[src/rtl/statpkt_pkg.sv]
// Package: shared types and size helpers for the status packet generator.
// Assumes the sequence tag fills the upper six bits of an 8-bit control byte.
package statpkt_pkg;

    localparam int SEQ_W = 6;

    typedef enum logic [1:0] {
        MODE_OFF  = 2'b00,
        MODE_ONCE = 2'b01,
        MODE_RSVD = 2'b10,
        MODE_AUTO = 2'b11
    } rpt_mode_e;

    typedef enum logic [1:0] {
        ST_IDLE,
        ST_REQ,
        ST_SEND
    } seq_state_e;

    // Total bytes in a packet: identification byte, first payload byte, rest.
    function automatic int pkt_bytes(input int pw);
        if (pw <= 2) return 2;
        return 2 + (pw - 2 + 7) / 8;
    endfunction

endpackage

[src/rtl/stat_ctrl_reg.sv]
// Module: control register for the status packet generator.
// Holds the report mode and the sequence tag. A write strobe loads both.
// A single-report mode falls back to off when its packet ends, unless a
// write happens in that same cycle.
module stat_ctrl_reg
    import statpkt_pkg::*;
(
    input  logic             clk,
    input  logic             rst_n,
    input  logic             we,
    input  logic [7:0]       wd,
    input  logic             pkt_last,
    output rpt_mode_e        mode,
    output logic [SEQ_W-1:0] seq_id
);

    // Load the control value, or clear the single-report mode at packet end.
    always_ff @(posedge clk) begin
        if (!rst_n) begin
            mode   <= MODE_OFF;
            seq_id <= '0;
        end else if (we) begin
            mode   <= rpt_mode_e'(wd[1:0]);
            seq_id <= wd[7:2];
        end else if (pkt_last && mode == MODE_ONCE) begin
            mode   <= MODE_OFF;
        end
    end

endmodule

[src/rtl/stat_change_det.sv]
// Module: change detector for automatic reporting.
// Keeps the status seen on the previous clock and raises a pending flag
// when the status differs from it. The flag is set when automatic mode is
// written, and cleared when a packet is granted (the snapshot then holds
// the latest value) or when automatic mode is left.
module stat_change_det #(
    parameter int W = 26
) (
    input  logic         clk,
    input  logic         rst_n,
    input  logic [W-1:0] stat_in,
    input  logic         arm,
    input  logic         disarm,
    input  logic         auto_en,
    input  logic         take,
    output logic         dirty
);

    logic [W-1:0] prev_q;
    logic         changed;

    assign changed = (stat_in != prev_q);

    // Track the previous status value.
    always_ff @(posedge clk) begin
        if (!rst_n) prev_q <= '0;
        else        prev_q <= stat_in;
    end

    // Pending-report flag: arm first, then disarm, grant, change.
    always_ff @(posedge clk) begin
        if (!rst_n)        dirty <= 1'b0;
        else if (arm)      dirty <= 1'b1;
        else if (disarm)   dirty <= 1'b0;
        else if (!auto_en) dirty <= 1'b0;
        else if (take)     dirty <= 1'b0;
        else if (changed)  dirty <= 1'b1;
    end

endmodule

[src/rtl/stat_pkt_seq.sv]
// Module: packet sequencer.
// Raises a request on start and holds it until acknowledged. It captures
// the status and the tag at the acknowledge, then presents one byte per
// clock. The byte count follows PAYLOAD_W. Assumes an acknowledge is
// only meaningful while the request is high.
module stat_pkt_seq
    import statpkt_pkg::*;
#(
    parameter int         PAYLOAD_W = 26,
    parameter logic [7:0] ADDR_BYTE = 8'h3B
) (
    input  logic                 clk,
    input  logic                 rst_n,
    input  logic                 start,
    input  logic                 ack,
    input  logic [SEQ_W-1:0]     seq_id,
    input  logic [PAYLOAD_W-1:0] stat_in,
    output logic                 req,
    output logic [7:0]           byte_out,
    output logic                 take,
    output logic                 last
);

    localparam int NB    = pkt_bytes(PAYLOAD_W);
    localparam int IW    = $clog2(NB);
    localparam int PAD_W = 2 + 8 * (NB - 2);

    seq_state_e       state;
    logic [IW-1:0]    idx;
    logic [PAD_W-1:0] snap_in;
    logic [PAD_W-1:0] snap;
    logic [SEQ_W-1:0] seq_snap;
    logic [7:0]       frame [NB];

    // Widen the payload to whole bytes, with zeros above PAYLOAD_W.
    generate
        if (PAD_W > PAYLOAD_W) begin : g_pad
            assign snap_in = {{(PAD_W - PAYLOAD_W){1'b0}}, stat_in};
        end else begin : g_full
            assign snap_in = stat_in;
        end
    endgenerate

    assign req  = (state == ST_REQ);
    assign take = req && ack;
    assign last = (state == ST_SEND) && (idx == IW'(NB - 1));

    // Byte layout: fixed byte, tag with two low bits, then 8-bit slices.
    assign frame[0] = ADDR_BYTE;
    assign frame[1] = {seq_snap, snap[1:0]};
    generate
        for (genvar k = 2; k < NB; k++) begin : g_slice
            assign frame[k] = snap[2 + 8 * (k - 2) +: 8];
        end
    endgenerate

    // Sequencing: idle, requesting, then sending bytes.
    always_ff @(posedge clk) begin
        if (!rst_n) begin
            state    <= ST_IDLE;
            idx      <= '0;
            snap     <= '0;
            seq_snap <= '0;
        end else begin
            unique case (state)
                ST_IDLE: begin
                    if (start) state <= ST_REQ;
                end
                ST_REQ: begin
                    if (ack) begin
                        state    <= ST_SEND;
                        idx      <= IW'(1);
                        snap     <= snap_in;
                        seq_snap <= seq_id;
                    end
                end
                ST_SEND: begin
                    if (idx == IW'(NB - 1)) begin
                        state <= ST_IDLE;
                        idx   <= '0;
                    end else begin
                        idx <= idx + 1'b1;
                    end
                end
                default: state <= ST_IDLE;
            endcase
        end
    end

    // Output byte selection.
    always_comb begin
        unique case (state)
            ST_REQ:  byte_out = ADDR_BYTE;
            ST_SEND: byte_out = frame[idx];
            default: byte_out = 8'h00;
        endcase
    end

endmodule

[src/rtl/stat_pkt_gen.sv]
// Module: top of the byte-serial status packet generator.
// Joins the control register, the change detector and the sequencer.
// Only the low PAYLOAD_W bits of the status are reported or watched.
module stat_pkt_gen
    import statpkt_pkg::*;
#(
    parameter int         STAT_W    = 26,
    parameter int         PAYLOAD_W = 26,
    parameter logic [7:0] ADDR_BYTE = 8'h3B
) (
    input  logic              clk,
    input  logic              rst_n,
    input  logic              ctrl_we,
    input  logic [7:0]        ctrl_wd,
    input  logic [STAT_W-1:0] status_in,
    output logic              pkt_req,
    input  logic              pkt_ack,
    output logic [7:0]        pkt_byte
);

    rpt_mode_e              mode_q;
    logic [SEQ_W-1:0]       seq_q;
    logic                   dirty;
    logic                   take;
    logic                   pkt_last;
    logic                   start;
    logic                   arm;
    logic                   disarm;
    logic [PAYLOAD_W-1:0]   pay;

    assign pay    = status_in[PAYLOAD_W-1:0];
    assign arm    = ctrl_we && (ctrl_wd[1:0] == MODE_AUTO);
    assign disarm = ctrl_we && !arm;
    assign start  = (mode_q == MODE_ONCE) || ((mode_q == MODE_AUTO) && dirty);

    stat_ctrl_reg u_ctrl (
        .clk      (clk),
        .rst_n    (rst_n),
        .we       (ctrl_we),
        .wd       (ctrl_wd),
        .pkt_last (pkt_last),
        .mode     (mode_q),
        .seq_id   (seq_q)
    );

    stat_change_det #(.W(PAYLOAD_W)) u_chg (
        .clk     (clk),
        .rst_n   (rst_n),
        .stat_in (pay),
        .arm     (arm),
        .disarm  (disarm),
        .auto_en (mode_q == MODE_AUTO),
        .take    (take),
        .dirty   (dirty)
    );

    stat_pkt_seq #(.PAYLOAD_W(PAYLOAD_W), .ADDR_BYTE(ADDR_BYTE)) u_seq (
        .clk      (clk),
        .rst_n    (rst_n),
        .start    (start),
        .ack      (pkt_ack),
        .seq_id   (seq_q),
        .stat_in  (pay),
        .req      (pkt_req),
        .byte_out (pkt_byte),
        .take     (take),
        .last     (pkt_last)
    );

endmodule

[config.mk]
export PLATFORM = sky130hd
export DESIGN_NAME = stat_pkt_gen
export DESIGN_NICKNAME = d
export VERILOG_FILES = /design/src/rtl/statpkt_pkg.sv /design/src/rtl/stat_ctrl_reg.sv /design/src/rtl/stat_change_det.sv /design/src/rtl/stat_pkt_seq.sv /design/src/rtl/stat_pkt_gen.sv
export SDC_FILE = /design/constraint.sdc
export NUM_CORES = 1
export LEC_CHECK = 0
export BUFFER_PORTS_ARGS = -buffer_cell sky130_fd_sc_hd__buf_2
export CAP_MARGIN = 20
export CORE_MARGIN = 4
export CORE_UTILIZATION = 40
export CTS_CLUSTER_SIZE = 25
export DETAILED_ROUTE_END_ITERATION = 16
export PLACE_DENSITY_LB_ADDON = 0.08
export SYNTH_ARGS = -nofsm -noshare
export SYNTH_HDL_FRONTEND = slang
export SYNTH_HIERARCHICAL = 1
export SYNTH_SLANG_ARGS = --single-unit
[constraint.sdc]
create_clock -name clk -period 4 [get_ports clk]
set_input_delay 0.8 -clock clk [delete_from_list [all_inputs] [get_ports clk]]
set_output_delay 0.8 -clock clk [all_outputs]
set_load 0.01 [all_outputs]
==> results.json, run 1 <==
{
  "fp.dieW_um": 99.4,
  "synth_area_leaders": "dfxtp_1 43%, nand2_1 8.0%, a21boi_1 7.9%",
  "antenna_found_initial": 0,
  "path_clk_slew_ns": 0.07,
  "critical_path.slowest_cell": "ha_1",
  "p_sw_frac": 0.249,
  "cts_tree": "done",
  "finalSetupTns_ns": 0,
  "period_needed_ns": 2.97,
  "worstReg2RegEnd": "u_chg/dirty",
  "syn2layout_area_growth_pct": 13.9,
  "max_freq_mhz": 336,
  "status": "finished clean",
  "critPathKind": "flip-flop to primary output",
  "min-delay-start": "u_seq/snap[3]",
  "postCtsResizedCells": 0,
  "end_kind": "primary output",
  "worst-path-buf-inv": 2,
  "pwr-share-comb": 0.103,
  "root_buffer": "clkbuf_8",
  "seq_area_sq_mm": 0.00144,
  "drtAntennaViolNets": 0,
  "yosysSeqAreaShare": 0.432,
  "syn_area_sq_mm": 0.00334,
  "whs_path_depth": 2,
  "netlist_instances": 364,
  "wl_per_cell_um": 14.8,
  "globalRouteOverflowTotal": 0,
  "ff2ff_path_depth": 7,
  "insertion_delay_ns": 0.34,
  "tightestPinTransition_ns": 0.835,
  "ir_worst_vdd_uv": 223,
  "drive_above_1_share": 0.194,
  "placed_cells_incl_taps": 496,
  "grt_usage": 0.163,
  "r2r_slack_ns": 1.34,
  "synth_top_area_cell": "dfxtp_1",
  "gp_congestion": 0.739,
  "initial_core_util": 0.408,
  "synth_ff_type": "dfxtp_1",
  "synth_edf_count": 0,
  "diodes": 0,
  "cpPeakStageDelay_ns": 0.54,
  "hold_viol_final": 0,
  "holdPathEnd": "u_seq/snap[3]",
  "synth_top_area_frac": 0.432,
  "wl_um": 7610,
  "drt-initial-drc-count": 89,
  "rr_startpoint": "u_seq/state[1]",
  "ys_ff_latch": 72,
  "async_flop_share": 0,
  "syn_avg_cell_area_sq_um": 9.17,
  "synth_commonest_cells": "72 x dfxtp_1, 71 x nand2_1, 35 x a21boi_1, 28 x and2_1, 20 x xnor2_1",
  "post_cts_buffers": 0,
  "die_area_sq_mm": 0.00987,
  "num_rows": 33,
  "relSlewSlack": 0.443,
  "p_per_area_mw_per_mm2": 393,
  "startpoint_type": "flip-flop",
  "route.detailed.drc": 0,
  "cts_made_buffers": 9,
  "p_int_mw": 1.12,
  "core-area_sq_mm": 0.00818,
  "cts_max_path_buffers": 2,
  "grt_pass1_wl_um": 12600,
  "cp.arrival_ns": 2.17,
  "vias": 2518,
  "mappedNetlistNets": 407,
  "power_frac_seq": 0.512,
  "nFillCells": 842,
  "finClkSkew_ns": 0.00727,
  "finalSetupViolations": 0,
  "yosysWarnings": 6,
  "multiInputGateArea_sq_mm": 0.00175,
  "viasPerCell": 4.91,
  "ios": 47,
  "required_ns": 3.20,
  "hpwl_um": 5330,
  "path_cells": "inv_1, ha_1, nand2b_1, a211oi_1, nor4_2, buf_2",
  "h-tree-depth": 3,
  "io_buffers": 46,
  "grt_max_degree": 75,
  "hold_path.class": "flip-flop to flip-flop",
  "power_frac_clock": 0.385,
  "drv_slew": 0,
  "switchingPower_mw": 0.372,
  "max-cap-violations": 0,
  "synth_most_common_cell": "dfxtp_1",
  "rsz0062_at_grt": "false",
  "dr.pass1.iters": 4,
  "die_y_um": 99.4,
  "nets": 446,
  "cp_max_fo": 18,
  "p_leak_nw": 1.45,
  "cts_sinks": 72,
  "finalNonFillerCells": 513,
  "grt_pass1_vias": 2508,
  "fin_crit_sh": 0.743,
  "synth.distinct_cells": 50,
  "cts_hold_buffers": 0,
  "critical-path-top-delay-family": "simple AND/OR/NAND/NOR gates"
}
==> placed cells by master, fill, tap and decap left out, drive strengths merged, types with 4 or more instances in the layout <==
cell type | netlist | final
dfxtp | 72 | 72
nand2 | 72 | 72
buf | 11 | 47
a21boi | 37 | 37
and2 | 28 | 28
xnor2 | 20 | 20
nor2b | 12 | 12
mux2i | 11 | 11
clkbuf | 8 | 11
inv | 8 | 8
xor2 | 7 | 7
nand3b | 7 | 7
o21ai | 7 | 7
nor3 | 6 | 6
nand4 | 5 | 5
nand2b | 5 | 5
a21oi | 5 | 5
ha | 5 | 5
nor2 | 5 | 5
nor4 | 4 | 4
==> layout make-up <==
cell class	instances	area share
multi-input cells	265	0.461
flip-flops and latches	72	0.379
repair buffers	47	0.0658
clock buffers	11	0.0372
well taps	105	0.0346
clock inverters	5	0.0148
inverters	8	0.00790
==> how the worst max path moves through the flow <==
stage	cells after the start	startpoint	endpoint	slack (ns)
after detailed placement	7	u_seq/state[1]	u_chg/dirty	1.35
after global placement	7	u_seq/state[1]	u_chg/dirty	1.45
final	6	u_seq/state[1]	pkt_byte[3]	1.03
after floorplan	5	u_seq/state[1]	pkt_byte[4]	1.87
after CTS	6	u_seq/state[1]	pkt_byte[3]	0.99
after global routing	6	u_seq/state[1]	pkt_byte[3]	0.87
==> state kept, by name, summed over array words and instances (netlist names) <==
| register | cells |
|---|---|
| u_seq/snap | 26 |
| u_chg/dirty | 1 |
| u_ctrl/mode | 2 |
| u_seq/seq_snap | 6 |
| u_seq/state | 2 |
| u_seq/idx | 3 |
| u_ctrl/seq_id | 6 |
| u_chg/prev_q | 26 |
==> per-layer routing <==
metal,global-route usage,part of all wire,up-vias
met3,0.0344,0.042,13
met1,0.220,0.49,1152
met5,0,0,-
met2,0.250,0.45,48
met4,0.0714,0.020,0
li1,-,-,1305
==> stage by stage <==
stage | worst slack (ns) | total power, mW | util | hold slack [ns] | area [sq um]
after global routing | 0.867 | 1.56 | 0.465 | 0.477 | 3800
after detailed placement | 1.35 | 0.937 | 0.438 | 0.445 | 3580
after CTS | 0.994 | 1.51 | 0.463 | 0.458 | 3780
after global placement | 1.45 | 0.934 | 0.438 | 0.439 | 3580
final | 1.03 | 1.50 | 0.465 | 0.454 | 3800
after floorplan | 1.87 | 0.885 | - | 0.430 | 3340
==> worst min-delay path, stage by stage, from the launching register on <==
cell      delay (ns)
dfxtp_1         0.31
nand2_1         0.05
a21boi_1        0.05
==> power groups by stage <==
stage               Sequential, mW  Clock [mW]  Combinational [mW]
floorplan                    0.772           0               0.113
CTS                          0.766       0.594               0.155
global route                 0.770       0.619               0.174
finish                       0.766       0.576               0.154
detailed placement           0.783           0               0.154
global placement             0.782           0               0.152
==> kinds of logic (layout without fill, tap and decap cells) <==
kind of cell / count (synthesis) / count (layout) / synth area share
AO/OA/AOI/OAI: 64 / 64 / 0.147
multiplexers: 14 / 14 / 0.0442
AND/OR/NAND/NOR: 155 / 155 / 0.244
XOR/XNOR: 27 / 27 / 0.0708
adder cells (fa/ha/maj): 5 / 5 / 0.0187
flip-flops: 72 / 72 / 0.432
buffers and inverters: 27 / 71 / 0.0438
Power figures use the tool's default switching activity.
==> run 2, diff against run 1 <==
--- a/config.mk
+++ b/config.mk
@@ -5,6 +5,7 @@
 export SDC_FILE = /design/constraint.sdc
 export NUM_CORES = 1
 export LEC_CHECK = 0
+export ABC_AREA = 1
 export BUFFER_PORTS_ARGS = -buffer_cell sky130_fd_sc_hd__buf_2
 export CAP_MARGIN = 20
 export CORE_MARGIN = 4
==> constraint.sdc (replaced) <==
create_clock -name clk -period 2.4 [get_ports clk]
set_input_delay 0.48 -clock clk [delete_from_list [all_inputs] [get_ports clk]]
set_output_delay 0.48 -clock clk [all_outputs]
set_load 0.01 [all_outputs]
==> run 2 against run 1 <==
Effect of this change: wire length increased by 7.0%; largest power group unchanged; sequential share of layout area decreased by 1.8 points; cell area up 4.9%; core utilization increased by 1.3 points; hold slack got worse by 0.11 ns; via count up 25%; non-clock buffer count grew 4; worst setup slack got worse by 0.79 ns; final cell count rose by 37%; highest routed layer unchanged; clock power grew 86%.
==> results.json, run 2 <==
{
  "vias": 3151,
  "synth_xor_xnor_area_share": 0.00252,
  "mappedNetlistNets": 593,
  "insertion_delay_ns": 0.35,
  "cts_sinks": 72,
  "wl_per_cell_um": 11.5,
  "synth.area.mux_share": 0,
  "finalNonFillerCells": 705,
  "globalRouteOverflowTotal": 0,
  "max_freq_mhz": 463,
  "root_buffer": "clkbuf_8",
  "die_y_um": 101,
  "yosysWarnings": 6,
  "hpwl_um": 6080,
  "cp_max_fo": 10,
  "required_ns": 1.92,
  "drtAntennaViolNets": 0,
  "synth-compound-area-share": 0.108,
  "path_clk_slew_ns": 0.07,
  "syn_area_sq_mm": 0.00348,
  "h-tree-depth": 3,
  "placed_cells_incl_taps": 689,
  "final_common_cell": "nand2_1",
  "ys_ff_latch": 72,
  "viasPerCell": 4.47,
  "tightestPinTransition_ns": 0.481,
  "route.detailed.drc": 0,
  "period_needed_ns": 2.16,
  "initial_core_util": 0.417,
  "io_buffers": 46,
  "cts_max_path_buffers": 2,
  "rsz0062_at_grt": "false",
  "end_kind": "primary output",
  "netlist_instances": 550,
  "synth_most_common_cell": "nand2_1",
  "cts_made_buffers": 9,
  "place_area_sq_mm": 0.00377,
  "syn_avg_cell_area_sq_um": 6.33,
  "gp_congestion": 0.815,
  "ios": 47,
  "postCtsResizedCells": 0,
  "cts_tree": "done",
  "post_cts_buffers": 0,
  "startpoint_type": "flip-flop",
  "die_area_sq_mm": 0.0103,
  "drv_slew": 0,
  "yosysSeqAreaShare": 0.414,
  "synth.distinct_cells": 23,
  "final_cell_mix": "157 x nand2_1, 106 x inv_1, 87 x nor2_1, 72 x dfxtp_1, 46 x buf_2",
  "fp.dieW_um": 101,
  "syn2layout_area_growth_pct": 14.6,
  "synth_simple_gate_area_share": 0.307,
  "async_flop_share": 0,
  "synth_area_leaders": "dfxtp_1 41%, nand2_1 17%, inv_1 11%",
  "cp.arrival_ns": 1.68,
  "max-cap-violations": 0,
  "hold_path.class": "input pin to flip-flop",
  "design_area_sq_mm": 0.00399,
  "synth_edf_count": 0,
  "diodes": 0,
  "nets": 638,
  "grt_pass1_wl_um": 13500,
  "finalSetupTns_ns": 0,
  "wl_um": 8140,
  "grt_pass1_vias": 2779,
  "relSlewSlack": 0.679,
  "critPathKind": "flip-flop to primary output",
  "grt_max_degree": 30,
  "nFillCells": 949,
  "cts_hold_buffers": 0,
  "p_per_area_mw_per_mm2": 832,
  "core-area_sq_mm": 0.00834,
  "dr.pass1.iters": 4,
  "drt-initial-drc-count": 125,
  "synth_commonest_cells": "157 x nand2_1, 106 x inv_1, 87 x nor2_1, 72 x dfxtp_1, 45 x o21ai_0",
  "hold_viol_final": 0,
  "finClkSkew_ns": 0.00675,
  "finalSetupViolations": 0,
  "synth_top_area_cell": "dfxtp_1",
  "antenna_found_initial": 0,
  "holdWs_ns": 0.343,
  "largestRegisters": "u_chg/prev_q: 26 flops, u_seq/snap: 26 flops",
  "drive_above_1_share": 0.125,
  "synth_ff_type": "dfxtp_1",
  "status": "finished clean",
  "synth_top_area_frac": 0.414,
  "synth_top_family_by_area": "simple AND/OR/NAND/NOR gates",
  "grt_usage": 0.169,
  "ir_worst_vdd_uv": 353,
  "synthAdderAreaFrac": 0.0180,
  "num_rows": 33,
  "p_leak_nw": 2.12,
  "fin_crit_sh": 0.900
}
## run 2: cell types whose count changed after synthesis, moves of 17 or more
| cell | previous run | this run |
|---|---|---|
| a21boi_1 | 35 | 0 |
| xnor2_1 | 20 | 0 |
| and2_1 | 28 | 0 |
| inv_1 | 6 | 106 |
| nand3_1 | 2 | 24 |
| nor2_1 | 4 | 87 |
| nand2_1 | 71 | 157 |
| o21ai_0 | 1 | 45 |
| a21oi_1 | 5 | 22 |
## run 2: per-layer routing
metal / global-route usage / share of wire / up-vias
met3: 0.0358 / 0.041 / 11
met1: 0.240 / 0.52 / 1362
met2: 0.251 / 0.43 / 46
li1: - / - / 1732
met4: 0.0644 / 0.013 / 0
met5: 0 / 0 / -
## run 2: area by class of cell
cell class / instances / area, sq um / share of cell area
clock inverter: 6 / 82.6 / 0.0207
tap: 105 / 131 / 0.0329
clock buffer: 10 / 138 / 0.0345
timing repair buffer: 51 / 268 / 0.0671
multi-input combinational: 351 / 1520 / 0.380
inverter: 110 / 413 / 0.104
sequential: 72 / 1440 / 0.361
## run 2: stage by stage
stage | total power [mW] | util | setup WS (ns)
6_report | 3.32 | 0.478 | 0.241
5_1_grt | 3.55 | 0.478 | 0.0565
4_1_cts | 3.35 | 0.478 | 0.228
3_5_place_dp | 2.28 | 0.452 | 0.613
3_3_place_gp | 2.26 | 0.452 | 0.621
2_1_floorplan | 2.06 | - | 0.722
## run 2: worst paths after layout
check	startpoint	to	slack (ns)	cells past startpoint
worst max-delay path	u_seq/idx[0]	pkt_byte[7]	0.24	7
worst min register to register	u_seq/snap[9]	u_seq/snap[9]	0.47	2
worst max register to register	u_seq/state[1]	u_chg/dirty	0.66	7
worst min-delay path	status_in[19]	u_chg/prev_q[19]	0.34	3
## run 2: kinds of logic (layout without fill, tap and decap cells)
logic type / Yosys count / count (layout)
simple gates: 272 / 272
flops: 72 / 72
buf+inv: 127 / 177
fa+ha+maj: 5 / 5
xor+xnor: 1 / 1
compound gates: 73 / 73
## run 2: report_power, final
| group | internal, mW | switching (mW) |
|---|---|---|
| sequential | 1.36 | 0.0966 |
| clock | 0.608 | 0.464 |
| combinational | 0.280 | 0.509 |
## run 2: critical path: stages, from the launching register on
cell and delay, ns:
dfxtp_1 0.54, inv_2 0.17, nand2_1 0.10, nand3_1 0.07, nand2_1 0.11, nand2_1 0.07, a21oi_1 0.12, buf_2 0.15
